**config.mk**
```make
export PLATFORM = sky130hd
export DESIGN_NAME = irq_ctl_regs
export DESIGN_NICKNAME = d
export VERILOG_FILES = /design/src/rtl/irq_ctl_pkg.sv /design/src/rtl/irq_ctl_cfg.sv /design/src/rtl/irq_stat_cell.sv /design/src/rtl/irq_ctl_regs.sv
export SDC_FILE = /design/constraint.sdc
export NUM_CORES = 1
export LEC_CHECK = 0
export BUFFER_PORTS_ARGS = -buffer_cell sky130_fd_sc_hd__clkbuf_2
export CORE_MARGIN = 2
export CORE_UTILIZATION = 36
export DETAILED_ROUTE_END_ITERATION = 12
export MAX_ROUTING_LAYER = met4
export PLACE_DENSITY = 0.86
export SLEW_MARGIN = 5
export SYNTH_ARGS = -nofsm -noshare
export SYNTH_HDL_FRONTEND = slang
export SYNTH_SLANG_ARGS = --single-unit
```
**constraint.sdc**
```tcl
create_clock -name clk -period 1.53 [get_ports clk]
set_input_delay 0.2295 -clock clk [delete_from_list [all_inputs] [get_ports clk]]
set_output_delay 0.2295 -clock clk [all_outputs]
set_load 0.01 [all_outputs]
```
**src/rtl/irq_ctl_pkg.sv**
```systemverilog
package irq_ctl_pkg;
    localparam int NSRC        = 5;   // number of interrupt sources
    localparam int DW          = 32;  // register width
    localparam int SOFT_RST_B  = 31;  // software reset position in control word

    typedef enum logic {
        SEL_CTRL = 1'b0,
        SEL_STAT = 1'b1
    } reg_sel_e;

    typedef struct packed {
        logic            soft_rst;
        logic [NSRC-1:0] en;
    } ctrl_t;

    // Sources that exist in a given build: host has all, guest drops 4..3
    function automatic logic [NSRC-1:0] impl_mask(input bit host);
        return host ? {NSRC{1'b1}} : {{(NSRC-3){1'b0}}, 3'b111};
    endfunction

    function automatic logic [DW-1:0] pack_ctrl(input ctrl_t c);
        logic [DW-1:0] w;
        w = '0;
        w[SOFT_RST_B] = c.soft_rst;
        w[NSRC-1:0]   = c.en;
        return w;
    endfunction

    function automatic logic [DW-1:0] pack_stat(input logic [NSRC-1:0] s);
        logic [DW-1:0] w;
        w = '0;
        w[NSRC-1:0] = s;
        return w;
    endfunction
endpackage

```
**src/rtl/irq_ctl_cfg.sv**
```systemverilog
module irq_ctl_cfg
    import irq_ctl_pkg::*;
#(
    parameter bit HOST_BUILD = 1'b1
) (
    input  logic            clk,
    input  logic            rst,
    input  logic            wr_i,
    input  logic            soft_i,
    input  logic [NSRC-1:0] en_i,
    output ctrl_t           ctrl_o
);
    localparam logic [NSRC-1:0] MASK = impl_mask(HOST_BUILD);

    ctrl_t ctrl_q;

    always_ff @(posedge clk) begin
        if (rst) begin
            ctrl_q <= '0;
        end else if (wr_i) begin
            ctrl_q.soft_rst <= soft_i;
            ctrl_q.en       <= en_i & MASK;
        end
    end

    assign ctrl_o = ctrl_q;
endmodule

```
**src/rtl/irq_stat_cell.sv**
```systemverilog
module irq_stat_cell (
    input  logic clk,
    input  logic rst,
    input  logic set_i,
    input  logic clr_i,
    output logic q_o
);
    logic q;

    // a request beats a simultaneous software clear
    always_ff @(posedge clk) begin
        if (rst)        q <= 1'b0;
        else if (set_i) q <= 1'b1;
        else if (clr_i) q <= 1'b0;
    end

    assign q_o = q;
endmodule

```
**src/rtl/irq_ctl_regs.sv**
```systemverilog
module irq_ctl_regs
    import irq_ctl_pkg::*;
#(
    parameter bit HOST_BUILD = 1'b1
) (
    input  logic            clk,
    input  logic            rst,
    input  logic [NSRC-1:0] src_req,
    input  logic            reg_sel,
    input  logic            wr_en,
    input  logic [DW-1:0]   wr_data,
    output logic [DW-1:0]   rd_data,
    output logic            irq_out,
    output logic            soft_rst_out
);
    localparam logic [NSRC-1:0] MASK = impl_mask(HOST_BUILD);

    reg_sel_e        sel;
    ctrl_t           ctrl_q;
    logic [NSRC-1:0] status_q;
    logic            ctrl_wr;
    logic            stat_wr;
    logic            unused_bits;

    assign sel     = reg_sel_e'(reg_sel);
    assign ctrl_wr = wr_en && (sel == SEL_CTRL);
    assign stat_wr = wr_en && (sel == SEL_STAT);

    irq_ctl_cfg #(.HOST_BUILD(HOST_BUILD)) u_cfg (
        .clk    (clk),
        .rst    (rst),
        .wr_i   (ctrl_wr),
        .soft_i (wr_data[SOFT_RST_B]),
        .en_i   (wr_data[NSRC-1:0]),
        .ctrl_o (ctrl_q)
    );

    for (genvar i = 0; i < NSRC; i++) begin : g_src
        if (MASK[i]) begin : g_impl
            irq_stat_cell u_cell (
                .clk   (clk),
                .rst   (rst),
                .set_i (src_req[i] & ctrl_q.en[i]),
                .clr_i (stat_wr & wr_data[i]),
                .q_o   (status_q[i])
            );
        end else begin : g_absent
            assign status_q[i] = 1'b0;
        end
    end

    always_comb begin
        unique case (sel)
            SEL_CTRL: rd_data = pack_ctrl(ctrl_q);
            SEL_STAT: rd_data = pack_stat(status_q);
            default:  rd_data = '0;
        endcase
    end

    assign irq_out      = |status_q;
    assign soft_rst_out = ctrl_q.soft_rst;

    assign unused_bits = ^{wr_data[SOFT_RST_B-1:NSRC], src_req};
endmodule

```
==> results_dict.tcl <==
set metrics [dict create \
    outcome "finished, final reports clean" \
    most_common_cell_after_layout_fill_and_taps_aside "sky130_fd_sc_hd__conb_1" \
    yosys_warnings 0 \
    finish.instance_area_sq_um 738.2 \
    layout-area-overhead-vs-synth_pct 6.306 \
    timing.critical_path.slowest_cell_delay_ns 0.38 \
    drt-pass1-iter-count 2 \
    drcViolationCount 0 \
    power.static_leakage_nw 0.3807 \
    global_route.usage.total 0.1208 \
    timing.critical_path.mode_cell "sky130_fd_sc_hd__clkbuf_2" \
    cellPowerDensity_nw_per_um2 836.9 \
    cts_made_buffers 3 \
    timing.final.setup_violations 0 \
    numPlacedInstances 121 \
    yosys.area.top_type "sky130_fd_sc_hd__dfxtp_1" \
    holdWs_ns 0.2218 \
    synth_cells 78 \
    global_route.overflow_total 0 \
    timing_max_transition_violations_final 0 \
    timing.hold.worst.class "input pin to flop" \
    cts_tree "done" \
    num_rows 15 \
    hpwl_after_dpl_microns 1028 \
    dp_slack_ns 0.2877 \
    route.vias.total 512 \
    postCtsSetupRepairBufs 0 \
    yosys.cell_types.count 14 \
    fmax_mhz 810.9 \
    ctsRootBufferMaster "sky130_fd_sc_hd__clkbuf_4" \
    utilization 0.4184 \
    clock_sink_count 11 \
    layout_setup_ws_ns 0.2969 \
    gp_congestion 0.6915 \
    grt_start_max_net_pins 13 \
    arrival_ns 1.00 \
    post-route-min-period_ns 1.233 \
    num-nets-final 142 \
    placed_cell_areas_sq_um 711.9 \
    ys_seq_area_frac 0.3171 \
    crit_slowest_cell "sky130_fd_sc_hd__mux2_2" \
    postRouteAntennaNets 0 \
    commonest_cells_after_routing_fill_and_taps_aside "sky130_fd_sc_hd__conb_1 (26), sky130_fd_sc_hd__clkbuf_2 (22), sky130_fd_sc_hd__nor2_1 (12)" \
    cp_top_family "buffers and inverters" \
    wl_per_cell_microns 9.792 \
    io_pins 75 \
    worst_setup_start_kind "input pin" \
    critical_path.cell_chain "clkbuf_2 > mux2_2 > clkbuf_2" \
    min_period_over_period 0.8060 \
    power_mw 0.6178 \
    post_layout_cell_count 125 \
    num_antenna_cells 0 \
    synth.area.top_cells "sky130_fd_sc_hd__dfxtp_1 (32%), sky130_fd_sc_hd__buf_4 (29%), sky130_fd_sc_hd__mux2i_1 (8.6%), sky130_fd_sc_hd__mux2_2 (8.1%), sky130_fd_sc_hd__nor2_1 (6.5%)" \
    totalWireLength_microns 1224 \
    start_util 0.3936 \
    crit_fanout 12 \
    cts_hold_buf 0 \
    placement.io_buffers 22 \
    cts.path.max_buffers 2 \
    grt_first_pass_wirelength_microns 1849 \
    grt_pass1_vias 470 \
    hold_viol_final 0 \
    drt_iter0_drc 4 \
    rsz0062_at_grt "false" \
    synth_area_sq_um 694.4 \
    post_drt_via_cell_ratio 4.096 \
    floorplan.die_area_sq_um 2296 \
    final_layout_size_suffix_gt1_frac 0.3100 \
    clkSlewWorstSetupHoldPaths_ns 0.07 \
    die_x_microns 47.92 \
    worstPathBufferInverterCount 2 \
    finalSetupTns_ns 0 \
    worst_skew_pair.late_latency_ns 0.27 \
    die_height_microns 47.92 \
    cap_viol_max_count 0 \
    worst_vdd_drop_v 0.0005946 \
    worst-endpoint-required_ns 1.30 \
    synthesis.area_per_instance_sq_um 8.903 \
    final.fill_count 190 \
    finalClockSkew_ns 0.005356 \
    yosysTopAreaCellShare 0.3171 \
    cts_repair_resize_count 0 \
    cts_max_level 1 \
    ys_seq_elements 11 \
    initial_antenna_violation_count 0 \
    core-area_sq_um 1764 \
    timing.critical_path.to_type "output pin" \
    worst-setup-path-type "input pin to output pin" \
]
==> flip-flops by register name, summed over array words and instances (netlist names) <==
register,count
g_src.g_impl.u_cell.q_o,5
u_cfg.ctrl_o,6
==> synth_stat cells <==
cell,count
sky130_fd_sc_hd__buf_4,27
sky130_fd_sc_hd__nor2_1,12
sky130_fd_sc_hd__dfxtp_1,11
sky130_fd_sc_hd__mux2i_1,6
sky130_fd_sc_hd__a22oi_1,5
sky130_fd_sc_hd__mux2_2,5
sky130_fd_sc_hd__nand3_1,5
sky130_fd_sc_hd__buf_6,1
sky130_fd_sc_hd__clkbuf_1,1
sky130_fd_sc_hd__conb_1,1
sky130_fd_sc_hd__nand2_1,1
sky130_fd_sc_hd__nor2b_1,1
sky130_fd_sc_hd__nor2b_4,1
sky130_fd_sc_hd__nor3_1,1
==> logic make-up after synthesis <==
family,after synthesis,synth area share
buffers and inverters,29,0.3135
and+or+nand+nor,21,0.1423
muxes,11,0.1676
DFF,11,0.3171
AOI/OAI and AO/OA,5,0.05406
other,1,0.005400
==> area by class of cell <==
class                           count  area, sq um  area share
Clock buffer                        4        26.28     0.03559
Sequential cell                    11        220.2      0.2983
Multi-Input combinational cell     63        350.3      0.4746
Tap cell                           25        31.28     0.04237
Timing Repair Buffer               22        110.1      0.1492
==> tightest hold or removal path: cells and delay by family <==
family | cells | cell delay, ns
buffers and inverters | 1 | 0.08
multiplexers | 1 | 0.06
AND/OR/NAND/NOR | 1 | 0.09
==> final timing paths <==
check | from | endpoint | slack [ns] | cells after the start
setup / recovery | reg_sel | rd_data[4] | 0.30 | 3
hold / removal | wr_data[31] | u_cfg.ctrl_o[5] | 0.22 | 3
setup reg to reg | u_cfg.ctrl_o[4] | g_src[4].g_impl.u_cell.q_o | 0.84 | 2
hold reg to reg | u_cfg.ctrl_o[1] | u_cfg.ctrl_o[1] | 0.52 | 2
==> routing by layer <==
metal  vias up  global-route usage  share of wire
met4         0             0.01622              0
met1       225              0.1267           0.39
met5         -                   -              0
li1        254                   -              -
met3         0             0.06415           0.12
met2        33              0.2053           0.49
==> power by group <==
group | internal (mW) | switching, mW | leakage (nW)
Clock | 0.101 | 0.0912 | 0.0150
Combinational | 0.0449 | 0.0741 | 0.276
Sequential | 0.298 | 0.00843 | 0.0897
Note: power is estimated with default switching activity, not from simulation.
